$ cat src/rtl/xint_pkg.sv
// Package: shared constants and register-index encoding for the
// external interrupt edge controller. Assumes two banks, with bank 0 full width.
package xint_pkg;
    localparam int DATA_W = 32;
    localparam int ADDR_W = 10;
    localparam int LINES0 = 32;
    localparam int LINES1 = 8;
    localparam logic [LINES0-1:0] DIRECT0 = 32'hFF82_0000;
    localparam logic [LINES1-1:0] DIRECT1 = 8'h87;

    // Register index as decoded from address bits 4:2
    typedef enum logic [2:0] {
        REG_ENABLE = 3'd0,
        REG_EVENT  = 3'd1,
        REG_RISE   = 3'd2,
        REG_FALL   = 3'd3,
        REG_SWTRIG = 3'd4,
        REG_PEND   = 3'd5
    } xint_reg_e;
endpackage

$ cat src/rtl/xint_edge_det.sv
// Module: one register stage per line holding the last sampled level, plus
// rising/falling change flags against the current input.
// Assumes inputs are already synchronous to clk.
module xint_edge_det #(
    parameter int LINES = 32
) (
    input  logic             clk,
    input  logic             rst_n,
    input  logic [LINES-1:0] lvl_i,
    output logic [LINES-1:0] lvl_q,
    output logic [LINES-1:0] rise_o,
    output logic [LINES-1:0] fall_o
);
    // Record the input level every clock, whatever the mask state
    always_ff @(posedge clk) begin
        if (!rst_n) lvl_q <= '0;
        else        lvl_q <= lvl_i;
    end

    // Change detection against the recorded level
    always_comb begin
        rise_o = lvl_i & ~lvl_q;
        fall_o = ~lvl_i & lvl_q;
    end
endmodule

$ cat src/rtl/xint_bank.sv
// Module: one register bank of up to 32 lines. Holds the enable, event, rising,
// falling, software-trigger and pending registers, and forms the outputs.
// Assumes wr_en is already qualified by bank and address decode.
module xint_bank #(
    parameter int               LINES  = 32,
    parameter logic [LINES-1:0] DIRECT = '0
) (
    input  logic                      clk,
    input  logic                      rst_n,
    input  logic                      wr_en,
    input  logic [2:0]                reg_sel,
    input  logic [LINES-1:0]          wdata,
    output logic [xint_pkg::DATA_W-1:0] rdata,
    input  logic [LINES-1:0]          lines_in,
    output logic [LINES-1:0]          irq_o
);
    import xint_pkg::*;

    localparam logic [LINES-1:0] CFG = ~DIRECT;

    logic [LINES-1:0] lvl_q, rise, fall;
    logic [LINES-1:0] en_q, evt_q, rsel_q, fsel_q, swt_q, pnd_q, pulse_q;
    logic [LINES-1:0] edge_hit, sw_hit, clr, sw_new;
    logic             wr_swt, wr_pnd;

    xint_edge_det #(.LINES(LINES)) u_edge (
        .clk    (clk),
        .rst_n  (rst_n),
        .lvl_i  (lines_in),
        .lvl_q  (lvl_q),
        .rise_o (rise),
        .fall_o (fall)
    );

    // Trigger qualification: edges, software sets and pending clears
    always_comb begin
        wr_swt   = wr_en && (reg_sel == REG_SWTRIG);
        wr_pnd   = wr_en && (reg_sel == REG_PEND);
        edge_hit = en_q & CFG & ((rise & rsel_q) | (fall & fsel_q));
        sw_new   = wdata & CFG;
        sw_hit   = wr_swt ? (sw_new & ~swt_q & en_q & ~pnd_q) : '0;
        clr      = wr_pnd ? (pnd_q & wdata & CFG) : '0;
    end

    // Register file and pending/pulse state; a new hit beats a clear
    always_ff @(posedge clk) begin
        if (!rst_n) begin
            en_q    <= DIRECT;
            evt_q   <= '0;
            rsel_q  <= '0;
            fsel_q  <= '0;
            swt_q   <= '0;
            pnd_q   <= '0;
            pulse_q <= '0;
        end else begin
            if (wr_en && reg_sel == REG_ENABLE) en_q   <= wdata;
            if (wr_en && reg_sel == REG_EVENT)  evt_q  <= wdata;
            if (wr_en && reg_sel == REG_RISE)   rsel_q <= wdata & CFG;
            if (wr_en && reg_sel == REG_FALL)   fsel_q <= wdata & CFG;
            swt_q   <= wr_swt ? sw_new : (swt_q & ~clr);
            pnd_q   <= (pnd_q & ~clr) | edge_hit | sw_hit;
            pulse_q <= edge_hit | sw_hit;
        end
    end

    // Outputs: direct lines follow level, configurable lines pulse
    always_comb begin
        irq_o = (en_q & DIRECT & lvl_q) | pulse_q;
    end

    // Read mux, zero-extended to the port width
    always_comb begin
        case (reg_sel)
            REG_ENABLE: rdata = DATA_W'(en_q);
            REG_EVENT:  rdata = DATA_W'(evt_q);
            REG_RISE:   rdata = DATA_W'(rsel_q);
            REG_FALL:   rdata = DATA_W'(fsel_q);
            REG_SWTRIG: rdata = DATA_W'(swt_q);
            REG_PEND:   rdata = DATA_W'(pnd_q);
            default:    rdata = '0;
        endcase
    end

    // a configurable pulse needs the line enabled on the previous clock
    a_r7_pulse_needs_enable: assert property (@(posedge clk) disable iff (!rst_n)
        1'b1 |=> ((irq_o & CFG & ~$past(en_q)) == '0));

    // a pending bit that newly rises comes with an output pulse
    a_r5_pend_with_pulse: assert property (@(posedge clk) disable iff (!rst_n)
        1'b1 |=> ((pnd_q & ~$past(pnd_q) & ~irq_o) == '0));

    // pending only falls after a pending-register write
    a_r9_pend_fall_on_write: assert property (@(posedge clk) disable iff (!rst_n)
        1'b1 |=> (((~pnd_q & $past(pnd_q)) == '0) || $past(wr_pnd)));

    // direct outputs equal the prior input sample gated by the enable
    a_r4_direct_follow: assert property (@(posedge clk) disable iff (!rst_n)
        1'b1 |=> ((irq_o & DIRECT) == ($past(lines_in) & en_q & DIRECT)));
endmodule

$ cat src/rtl/xint_ctrl.sv
// Module: top of the external interrupt edge controller. Decodes the 32-bit
// register port onto two banks and concatenates their lines.
// Assumes aligned word accesses; everything else is treated as undecoded.
module xint_ctrl #(
    parameter int               LINES0  = xint_pkg::LINES0,
    parameter int               LINES1  = xint_pkg::LINES1,
    parameter logic [LINES0-1:0] DIRECT0 = xint_pkg::DIRECT0,
    parameter logic [LINES1-1:0] DIRECT1 = xint_pkg::DIRECT1
) (
    input  logic                        clk,
    input  logic                        rst_n,
    input  logic                        wr_en,
    input  logic [xint_pkg::ADDR_W-1:0] addr,
    input  logic [xint_pkg::DATA_W-1:0] wdata,
    output logic [xint_pkg::DATA_W-1:0] rdata,
    input  logic [LINES0+LINES1-1:0]    lines_in,
    output logic [LINES0+LINES1-1:0]    irq_o
);
    import xint_pkg::*;

    localparam int NBANK = 2;

    logic             hit;
    logic             bank_sel;
    logic [2:0]       reg_sel;
    logic [DATA_W-1:0] bank_rd [NBANK];

    // Address decode: aligned, inside 0x00..0x3F, register index 0..5
    always_comb begin
        reg_sel  = addr[4:2];
        bank_sel = addr[5];
        hit      = (addr[1:0] == 2'b00) && (addr[ADDR_W-1:6] == '0) &&
                   (reg_sel <= 3'd5);
    end

    for (genvar b = 0; b < NBANK; b++) begin : g_bank
        if (b == 0) begin : g_lo
            xint_bank #(.LINES(LINES0), .DIRECT(DIRECT0)) u_bank (
                .clk      (clk),
                .rst_n    (rst_n),
                .wr_en    (wr_en && hit && !bank_sel),
                .reg_sel  (reg_sel),
                .wdata    (wdata[LINES0-1:0]),
                .rdata    (bank_rd[b]),
                .lines_in (lines_in[LINES0-1:0]),
                .irq_o    (irq_o[LINES0-1:0])
            );
        end else begin : g_hi
            xint_bank #(.LINES(LINES1), .DIRECT(DIRECT1)) u_bank (
                .clk      (clk),
                .rst_n    (rst_n),
                .wr_en    (wr_en && hit && bank_sel),
                .reg_sel  (reg_sel),
                .wdata    (wdata[LINES1-1:0]),
                .rdata    (bank_rd[b]),
                .lines_in (lines_in[LINES0+LINES1-1:LINES0]),
                .irq_o    (irq_o[LINES0+LINES1-1:LINES0])
            );
        end
    end

    // Read data: selected bank, zero for undecoded addresses
    always_comb begin
        rdata = hit ? bank_rd[bank_sel] : '0;
    end
endmodule

$ cat config.mk
export PLATFORM = sky130hd
export DESIGN_NAME = xint_ctrl
export DESIGN_NICKNAME = d
export VERILOG_FILES = /design/src/rtl/xint_pkg.sv /design/src/rtl/xint_edge_det.sv /design/src/rtl/xint_bank.sv /design/src/rtl/xint_ctrl.sv
export SDC_FILE = /design/constraint.sdc
export NUM_CORES = 1
export LEC_CHECK = 0
export BUFFER_PORTS_ARGS = -buffer_cell sky130_fd_sc_hd__clkbuf_2
export CAP_MARGIN = 0
export CORE_MARGIN = 2
export CORE_UTILIZATION = 60
export DETAILED_ROUTE_END_ITERATION = 10
export GPL_ROUTABILITY_DRIVEN = 0
export PLACE_DENSITY = 0.83
export SKIP_LAST_GASP = 1
export SYNTH_ARGS = -nofsm -noshare
export SYNTH_HDL_FRONTEND = slang
export SYNTH_SLANG_ARGS = --single-unit
$ cat constraint.sdc
create_clock -name clk -period 4.3 [get_ports clk]
set_input_delay 0.645 -clock clk [delete_from_list [all_inputs] [get_ports clk]]
set_output_delay 0.645 -clock clk [all_outputs]
set_load 0.05 [all_outputs]
==> impl_metrics.env, run 1 <==
export IMPL_min_path_type="primary input to flip-flop"
export IMPL_cts_buffers=26
export IMPL_viasPerCell=6.13
export IMPL_grt_pass1_wl_mm=48.0
export IMPL_ios=157
export IMPL_ys_top_cells_by_area="dfxtp_1 (45%), mux2i_1 (6.5%), o21ai_0 (5.8%), nand2_1 (5.5%), nand3_1 (4.0%)"
export IMPL_drtIter0Drc=1082
export IMPL_instances_no_fill=1622
export IMPL_crit_path_top_delay_cell="nor3b_4"
export IMPL_first_pass_iters=8
export IMPL_tightestPinTransition_ps=1070
export IMPL_endpoint_kind="output pin"
export IMPL_grt_max_degree=132
export IMPL_io_buffer_count=156
export IMPL_fin_crit_sh_pct=82.6
export IMPL_ir_drop_mv=0.417
export IMPL_yosys_area_top_type_share_pct=45.5
export IMPL_syn_num_nets=1348
export IMPL_antenna_left=0
export IMPL_clock_path_buffers=3
export IMPL_vias=9948
export IMPL_slew_viol_final=0
export IMPL_syn_inst=1263
export IMPL_grt_overflow=0
export IMPL_wl_mm=30.2
export IMPL_antenna_found_initial=0
export IMPL_period_needed_ps=3550
export IMPL_ctsHoldBuffers=0
export IMPL_fin_area_mm2=0.0127
export IMPL_drcViolationCount=0
export IMPL_final_setup_skew_ps=11.7
export IMPL_max_stage_delay_ps=510
export IMPL_synth_async_reset_ratio_pct=0
export IMPL_insertion_delay_ps=530
export IMPL_row_count=49
export IMPL_synth_top_area_cell="dfxtp_1"
export IMPL_num_antenna_cells=0
export IMPL_worstPathArrival_ps=2910
export IMPL_clk_pin_slew_worst_paths_ps=60
export IMPL_status="finished, final reports clean"
export IMPL_place_area_mm2=0.0119
export IMPL_cts_setup_buffers=0
export IMPL_synthFlopType="dfxtp_1"
export IMPL_crit_fanout=21
export IMPL_finalPower_uw=4910
export IMPL_yosys_warnings=0
export IMPL_power_density_mw_per_mm2=385
export IMPL_initial_core_util_pct=61.3
export IMPL_dp_cells=1575
export IMPL_fp_dieArea_mm2=0.0194
export IMPL_ctsResizeCount=0
export IMPL_cts_htree_levels=1
export IMPL_grt_pass1_vias=9211
export IMPL_grt_use_total_pct=30.0
export IMPL_synth_distinct_cells=52
export IMPL_synth_seq_area_share_pct=45.5
export IMPL_die_height_um=139
export IMPL_drive_above_1_share_pct=18.4
export IMPL_hpwl_mm=19.7
export IMPL_final_setup_viol_count=0
export IMPL_synth_area_mm2=0.0110
export IMPL_required_ps=3650
export IMPL_ys_seq_elements=250
export IMPL_area_delta_synth_final_pct=15.7
export IMPL_relSlewSlack_pct=28.5
export IMPL_synth_edf_count=0
export IMPL_syn_avg_cell_area_um2=8.71
export IMPL_cap_violations=0
export IMPL_leakagePower_uw=0.00506
export IMPL_rsz0062_at_grt="false"
export IMPL_fin_tns_setup_ps=0
export IMPL_start_kind="primary input"
export IMPL_wl_per_cell_um=18.6
export IMPL_hold_viol=0
export IMPL_clkSinkCount=250
export IMPL_core_mm2=0.0180
export IMPL_path_class="primary input to output pin"
export IMPL_cts_tree="built"
export IMPL_nets=1459
export IMPL_cp_cell_sequence="clkbuf_2 > buf_4 > buf_4 > nor3b_4 > a222oi_1 > nor2_1 > clkbuf_2"
export IMPL_die_x_um=139
export IMPL_clock_fmax_mhz=281
export IMPL_cts_root_buffer="clkbuf_16"
[report_power, final]
| part | leakage [µW] | internal, µW | switching, µW |
|---|---|---|---|
| Sequential | 0.00202 | 2340 | 7.69 |
| Combinational | 0.00261 | 94.5 | 195 |
| Clock | 0.000425 | 1360 | 915 |
[critical path: cells and delay by family]
kind / cells / cell delay (ps)
simple gates: 2 / 690
buf+inv: 4 / 1340
compound gates: 1 / 210
[layout by cell type (no fill, tap or decap), types with 27 or more instances in the layout]
master     netlist  final
nor2b_1         58     58
and2_1          55     55
a22oi_1         27     27
o21ai_0        127    127
mux2i_1         72     72
nor2_1          86     86
clkbuf_16        0     27
nand3_1         89     89
nand2_1        162    162
clkbuf_2         0    154
dfxtp_1        250    250
nand3b_1        28     28
[per-stage QoR]
| stage | hold WS (ps) | util [%] | setup slack, ps |
|---|---|---|---|
| 2_1_floorplan | 437 | - | 588 |
| 3_3_place_gp | 445 | 66.1 | 852 |
| 3_5_place_dp | 458 | 66.1 | 810 |
| 4_1_cts | 316 | 70.9 | 817 |
| 5_1_grt | 326 | 70.9 | 625 |
| 6_report | 318 | 70.9 | 746 |
[registers in the layout (all words and copies together) (netlist names)]
signal / cells
g_bank.g_hi.u_bank.en_q: 8
g_bank.g_hi.u_bank.evt_q: 8
g_bank.g_hi.u_bank.fsel_q: 4
g_bank.g_hi.u_bank.pnd_q: 4
g_bank.g_hi.u_bank.pulse_q: 4
g_bank.g_hi.u_bank.rsel_q: 4
g_bank.g_hi.u_bank.swt_q: 4
g_bank.g_hi.u_bank.u_edge.lvl_q: 8
g_bank.g_lo.u_bank.en_q: 32
g_bank.g_lo.u_bank.evt_q: 32
g_bank.g_lo.u_bank.fsel_q: 22
g_bank.g_lo.u_bank.pnd_q: 22
g_bank.g_lo.u_bank.pulse_q: 22
g_bank.g_lo.u_bank.rsel_q: 22
g_bank.g_lo.u_bank.swt_q: 22
g_bank.g_lo.u_bank.u_edge.lvl_q: 32
[synthesized netlist by cell type, drive strengths merged, types with 4 or more instances]
cell type	count
a22oi	27
nand2	162
a222oi	5
nor2b	58
clkbuf	61
buf	35
nand3b	28
a21oi	11
and3	7
o21ai	148
o22a	4
and4	5
mux2	22
nand4	14
mux2i	72
o22ai	25
a21o	22
a221oi	4
dfxtp	250
nand3	89
nor3	6
and2	55
a31oi	25
o2111ai	4
nor2	86
mux4	10
[layer usage]
metal  vias up  share of wire, %  wire length, µm  track usage (%)
met2       556                44            13200             45.5
met3        70                11             3270             6.02
met5         -                 0                0                0
met4         0               3.1              933             10.5
li1       4700                 -                -                -
met1      4622                42            12800             42.8
[final cells by class]
class                   count  area [µm²]
flip-flops and latches    250        5000
well taps                 229         287
repair buffers            179         987
multi-input cells         915        5580
fillers                  1391        5220
inverters                   2        7.51
clock inverters             3        42.5
clock buffers              44         830
[cell families after synthesis]
family / share of synthesized area [%]
AO/OA/AOI/OAI: 16.1
flip-flops: 45.5
buffers and inverters: 3.82
AND/OR/NAND/NOR: 23.8
multiplexers: 10.8
[path summary, 6_finish.rpt]
check / cells past startpoint / startpoint / slack [ps] / endpoint
max reg2reg: 4 / g_bank[1].g_hi.u_bank.fsel_q[6] / 2900 / g_bank[1].g_hi.u_bank.pnd_q[6]
max: 7 / addr[4] / 750 / rdata[8]
min reg2reg: 2 / g_bank[1].g_hi.u_bank.evt_q[6] / 470 / g_bank[1].g_hi.u_bank.evt_q[6]
min: 2 / lines_in[31] / 320 / g_bank[0].g_lo.u_bank.u_edge.lvl_q[31]
Power figures use the tool's default switching activity.
==> run 2: changes to the inputs <==
- CORE_UTILIZATION: 60 -> 57
- PLACE_DENSITY: 0.83 -> 0.79
- clock period: 4.3 -> 3.29 ns (I/O delays scaled with it)
==> run 2 against run 1 <==
Core utilization shrank 0.80 points. Cell area is 3.6% higher. First-iteration DRC count down 7.2%. Combinational power increased by 37%. Power increased by 31%. Via count up 0.84%. Critical path depth down 1. Setup slack got worse by 400 ps. Global-route usage shrank 0.11 points. Routed wire length up 0.86%. Clock power is 29% higher.
==> impl_metrics.env, run 2 (same netlist as run 1, synthesis figures left out) <==
export IMPL_endpoint_kind="output pin"
export IMPL_power_density_mw_per_mm2=485
export IMPL_grt_pass1_wl_mm=49.3
export IMPL_grt_pass1_vias=9494
export IMPL_top_regs="g_bank.g_lo.u_bank.en_q x32, g_bank.g_lo.u_bank.evt_q x32, g_bank.g_lo.u_bank.u_edge.lvl_q x32"
export IMPL_cts_htree_levels=1
export IMPL_cp_cell_sequence="clkbuf_2 > or4_1 > or3_1 > buf_4 > nor2_1 > clkbuf_2"
export IMPL_crit_fanout=11
export IMPL_area_delta_synth_final_pct=20.0
export IMPL_relSlewSlack_pct=36.8
export IMPL_antenna_left=0
export IMPL_max_stage_delay_ps=630
export IMPL_drcViolationCount=0
export IMPL_cts_root_buffer="clkbuf_16"
export IMPL_hpwl_mm=20.1
export IMPL_final_setup_skew_ps=9.19
export IMPL_ios=157
export IMPL_crit_path_top_delay_cell="or4_1"
export IMPL_clock_path_buffers=3
export IMPL_core_mm2=0.0188
export IMPL_path_class="primary input to output pin"
export IMPL_nFillCells=1445
export IMPL_grt_max_degree=105
export IMPL_leakagePower_uw=0.00521
export IMPL_cap_violations=0
export IMPL_crit_family="simple AND/OR/NAND/NOR gates"
export IMPL_final_setup_viol_count=0
export IMPL_final_util_pct=70.1
export IMPL_antenna_found_initial=0
export IMPL_initial_core_util_pct=58.5
export IMPL_first_pass_iters=8
export IMPL_ctsResizeCount=0
export IMPL_tightestPinTransition_ps=940
export IMPL_dp_cells=1621
export IMPL_drtIter0Drc=1004
export IMPL_layout_common_cells="dfxtp_1 (250), nand2_1 (162), clkbuf_2 (134), o21ai_0 (127), nand3_1 (89)"
export IMPL_status="finished, final reports clean"
export IMPL_required_ps=2800
export IMPL_hold_viol=0
export IMPL_grt_use_total_pct=29.9
export IMPL_vias=10032
export IMPL_clkSinkCount=250
export IMPL_slew_viol_final=0
export IMPL_clock_fmax_mhz=339
export IMPL_row_count=50
export IMPL_drive_above_1_share_pct=19.5
export IMPL_crit_path_frequent_cell="clkbuf_2"
export IMPL_finalPower_uw=6410
export IMPL_instances_no_fill=1668
export IMPL_die_x_um=143
export IMPL_layout_commonest_cell="dfxtp_1"
export IMPL_critPathBufInv=3
export IMPL_wl_mm=30.5
export IMPL_rsz0062_at_grt="false"
export IMPL_ctsHoldBuffers=0
export IMPL_period_needed_ps=2950
export IMPL_io_buffer_count=156
export IMPL_cts_tree="built"
export IMPL_fin_tns_setup_ps=0
export IMPL_cts_setup_buffers=0
export IMPL_fp_dieArea_mm2=0.0204
export IMPL_fin_crit_sh_pct=89.6
export IMPL_worstPathArrival_ps=2450
export IMPL_clk_pin_slew_worst_paths_ps=60
export IMPL_insertion_delay_ps=530
export IMPL_grt_overflow=0
export IMPL_num_antenna_cells=0
export IMPL_fin_area_mm2=0.0132
export IMPL_cts_buffers=26
export IMPL_viasPerCell=6.01
export IMPL_start_kind="primary input"
export IMPL_nets=1474
export IMPL_die_height_um=143
export IMPL_min_path_type="primary input to flip-flop"
export IMPL_ir_drop_mv=0.379
export IMPL_place_area_mm2=0.0123
export IMPL_wl_per_cell_um=18.3
[run 2: report_power, final]
group | internal (µW) | switching, µW | leakage [µW] | total [µW]
Sequential | 3050 | 10.2 | 0.00202 | 3060
Combinational | 133 | 263 | 0.00276 | 396
Clock | 1760 | 1180 | 0.000430 | 2950
[run 2: metrics by stage]
stage                     setup slack (ps)  hold slack [ps]
after floorplan                        174              437
after global placement                 397              447
after detailed placement               374              462
after CTS                              358              159
after global routing                   236              166
final                                  343              166
[run 2: worst reg2reg max path, delay by kind of cell, from the launching register on]
family             cells  cell delay (ps)
DFF                    1              350
AOI/OAI and AO/OA      2              460
and+or+nand+nor        1              280
[run 2: area by class of cell]
type | instances | area (µm²) | area share, %
inverters | 2 | 7.51 | 0.0569
well taps | 260 | 325 | 2.46
flip-flops and latches | 250 | 5000 | 37.9
clock buffers | 37 | 763 | 5.78
repair buffers | 194 | 1410 | 10.7
clock inverters | 10 | 103 | 0.777
multi-input cells | 915 | 5590 | 42.3
[run 2: routing by layer]
layer | wire length, µm | share of wire (%) | global-route usage, % | vias up
met5 | 0 | 0 | 0 | -
met2 | 13700 | 45 | 46.5 | 538
met1 | 13000 | 43 | 41.4 | 4684
met3 | 2840 | 9.3 | 5.60 | 86
li1 | - | - | - | 4724
met4 | 1020 | 3.3 | 11.3 | 0
[run 2: worst paths after layout]
kind / end / cells past startpoint / slack (ps) / start
min reg2reg: g_bank[0].g_lo.u_bank.evt_q[31] / 2 / 470 / g_bank[0].g_lo.u_bank.evt_q[31]
max reg2reg: g_bank[1].g_hi.u_bank.pnd_q[6] / 3 / 2100 / g_bank[1].g_hi.u_bank.pnd_q[6]
min: g_bank[0].g_lo.u_bank.u_edge.lvl_q[26] / 2 / 170 / lines_in[26]
max: rdata[30] / 6 / 340 / addr[6]
==> run 3: changes to the inputs <==
- ABC_AREA: unset -> 1
- SLEW_MARGIN: unset -> 20
==> run 3 against run 2 <==
Die area rose by 1.4%. Area after synthesis rose by 1.4%. Sequential power barely moved. Sequential cell count did not move. Clock power fell by 5%. First-iteration DRC count rose by 19%. Setup slack improved by 58 ps. Count of clock-buffer cells in the layout rose by 2. Power fell by 2.6%. Cell area rose by 0.16%. Register-to-register slack improved by 60 ps. Synthesized cell count rose by 29%. Largest power group unchanged.
==> impl_metrics.env, run 3 <==
export IMPL_status="finished, final reports clean"
export IMPL_grt_met2_usage_pct=50.1
export IMPL_die_height_um=144
export IMPL_rrSetupSlack_ps=2160
export IMPL_power_density_mw_per_mm2=472
export IMPL_leakagePower_uw=0.00621
export IMPL_period_needed_ps=2890
export IMPL_io_buffer_count=156
export IMPL_ys_top_cells_by_area="dfxtp_1 (45%), nor2_1 (10%), nand2_1 (10%), o21ai_0 (7.5%), inv_1 (6.1%)"
export IMPL_first_pass_iters=6
export IMPL_endpoint_kind="output pin"
export IMPL_ir_drop_mv=0.371
export IMPL_grtUsageMet1_pct=42.9
export IMPL_layout_common_cells="nor2_1 (307), nand2_1 (299), dfxtp_1 (250), inv_1 (182), o21ai_0 (168)"
export IMPL_final_setup_skew_ps=13.1
export IMPL_crit_path_top_delay_cell="inv_2"
export IMPL_cap_violations=0
export IMPL_insertion_delay_ps=530
export IMPL_grt_overflow=0
export IMPL_antenna_left=0
export IMPL_clk_pin_slew_worst_paths_ps=60
export IMPL_syn_avg_cell_area_um2=6.84
export IMPL_cp_cell_sequence="clkbuf_2 > inv_1 > nand2_2 > inv_2 > buf_4 > a21oi_1 > a31oi_1 > buf_12"
export IMPL_start_kind="primary input"
export IMPL_yosys_area_top_type_share_pct=44.8
export IMPL_die_x_um=144
export IMPL_synth_seq_area_share_pct=44.8
export IMPL_fin_ws_ps=400
export IMPL_clkSinkCount=250
export IMPL_syn_num_nets=1718
export IMPL_fp_dieArea_mm2=0.0207
export IMPL_synth_area_mm2=0.0112
export IMPL_wl_mm=33.2
export IMPL_ctsResizeCount=0
export IMPL_clock_fmax_mhz=346
export IMPL_core_mm2=0.0193
export IMPL_synth_top_area_cell="dfxtp_1"
export IMPL_place_ws_ps=447
export IMPL_ys_seq_elements=250
export IMPL_layout_commonest_cell="nor2_1"
export IMPL_yosysMostFrequentCell="nor2_1"
export IMPL_required_ps=2800
export IMPL_drcViolationCount=0
export IMPL_cts_htree_levels=1
export IMPL_seqCellArea_mm2=0.00500
export IMPL_grt_busiest_layer="met2"
export IMPL_antenna_found_initial=2
export IMPL_relSlewSlack_pct=23.6
export IMPL_nets=1837
export IMPL_worstPathArrival_ps=2400
export IMPL_top_regs="g_bank.g_lo.u_bank.en_q x32, g_bank.g_lo.u_bank.evt_q x32, g_bank.g_lo.u_bank.u_edge.lvl_q x32"
export IMPL_holdWs_ps=147
export IMPL_startpoint="addr[4]"
export IMPL_fin_tns_setup_ps=0
export IMPL_cts_buffers=25
export IMPL_slew_viol_final=0
export IMPL_path_class="primary input to output pin"
export IMPL_grt_max_degree=108
export IMPL_fin_crit_sh_pct=87.8
export IMPL_grt_use_total_pct=31.6
export IMPL_synth_distinct_cells=32
export IMPL_nFillCells=1624
export IMPL_synth_edf_count=0
export IMPL_ios=157
export IMPL_final_util_pct=68.4
export IMPL_synth_async_reset_ratio_pct=0
export IMPL_area_delta_synth_final_pct=18.5
export IMPL_drive_above_1_share_pct=13.6
export IMPL_wl_per_cell_um=16.3
export IMPL_final_setup_viol_count=0
export IMPL_cts_tree="built"
export IMPL_synth_common_cells="nor2_1 (307), nand2_1 (299), dfxtp_1 (250), inv_1 (182), o21ai_0 (168)"
export IMPL_row_count=51
export IMPL_min_from="lines_in[25]"
export IMPL_r2r_start="g_bank[0].g_lo.u_bank.pnd_q[9]"
export IMPL_tightestPinTransition_ps=1140
export IMPL_holdPathStages=3
export IMPL_min_path_type="primary input to flip-flop"
export IMPL_cts_setup_buffers=0
export IMPL_synthFlopType="dfxtp_1"
export IMPL_ctsHoldBuffers=0
export IMPL_hpwl_mm=21.5
export IMPL_yosys_warnings=0
export IMPL_max_stage_delay_ps=410
export IMPL_initial_core_util_pct=57.7
export IMPL_hold_end="g_bank[0].g_lo.u_bank.u_edge.lvl_q[25]"
export IMPL_drtIter0Drc=1193
export IMPL_clock_path_buffers=3
export IMPL_cts_root_buffer="clkbuf_16"
export IMPL_r2r_end="g_bank[0].g_lo.u_bank.swt_q[9]"
export IMPL_viasPerCell=5.55
export IMPL_hold_viol=0
export IMPL_vias=11284
export IMPL_rsz0062_at_grt="false"
export IMPL_grt_pass1_wl_mm=52.1
export IMPL_grt_pass1_vias=10351
export IMPL_r2r_cells=5
export IMPL_crit_fanout=18
export IMPL_syn_inst=1633
export IMPL_use_met3_pct=5.90
export IMPL_multi_input_area_mm2=0.00502
==> run 3: changes by cell type in the layout (fill, tap and decap cells not counted), moves of 27 or more <==
cell	previous run	this run
and2_1	55	0
a21oi_1	11	102
o21ai_0	127	168
mux2i_1	72	0
a22oi_1	27	0
nor2b_1	58	0
inv_1	2	182
nand3b_1	28	1
nand4_1	13	52
nand2_1	162	299
nor2_1	86	307
==> run 3: how the worst max path moves through the flow <==
stage / end / slack, ps / cells past startpoint
6_report: rdata[15] / 400 / 8
5_1_grt: rdata[7] / 220 / 9
4_1_cts: rdata[20] / 450 / 10
3_5_place_dp: rdata[20] / 450 / 10
3_3_place_gp: rdata[20] / 520 / 10
2_1_floorplan: rdata[16] / 540 / 9
==> run 3: stage by stage <==
step | cell area, µm² | total power (µW) | cells
floorplan | 11200 | 3330 | 1633
global placement | 12400 | 3490 | 1990
detailed placement | 12400 | 3490 | 1990
CTS | 13200 | 6250 | 2031
global route | 13200 | 6410 | 2031
finish | 13200 | 6240 | 2032
==> run 3: cells by family after synthesis <==
| logic type | after synthesis | synth area share, % |
|---|---|---|
| AOI/OAI and AO/OA | 345 | 16.7 |
| buffers and inverters | 286 | 10.2 |
| DFF | 250 | 44.8 |
| and+or+nand+nor | 752 | 28.3 |
==> run 3: report_power, final <==
| group | leakage (µW) | internal [µW] | total, µW | switching [µW] |
|---|---|---|---|---|
| Sequential | 0.00202 | 3050 | 3070 | 10.8 |
| Combinational | 0.00380 | 99.3 | 370 | 271 |
| Clock | 0.000391 | 1640 | 2810 | 1160 |
==> run 3: per-layer routing <==
layer	wire, µm	part of all wire (%)
met1	13800	41
met5	13	0.039
met3	3780	11
met2	14700	44
met4	904	2.7
==> run 3: final cells by class <==
cell class / instances / area share (%)
inverters: 189 / 5.36
well taps: 265 / 2.51
diodes: 1 / 0.0189
multi-input cells: 1097 / 37.9
repair buffers: 189 / 10.3
clock inverters: 2 / 0.293
clock buffers: 39 / 5.73
flip-flops and latches: 250 / 37.8
==> run 3: worst max-delay path: cells and delay by family <==
kind	cells	cell delay, ps
buffers and inverters	5	1240
AOI/OAI and AO/OA	2	410
and+or+nand+nor	1	220
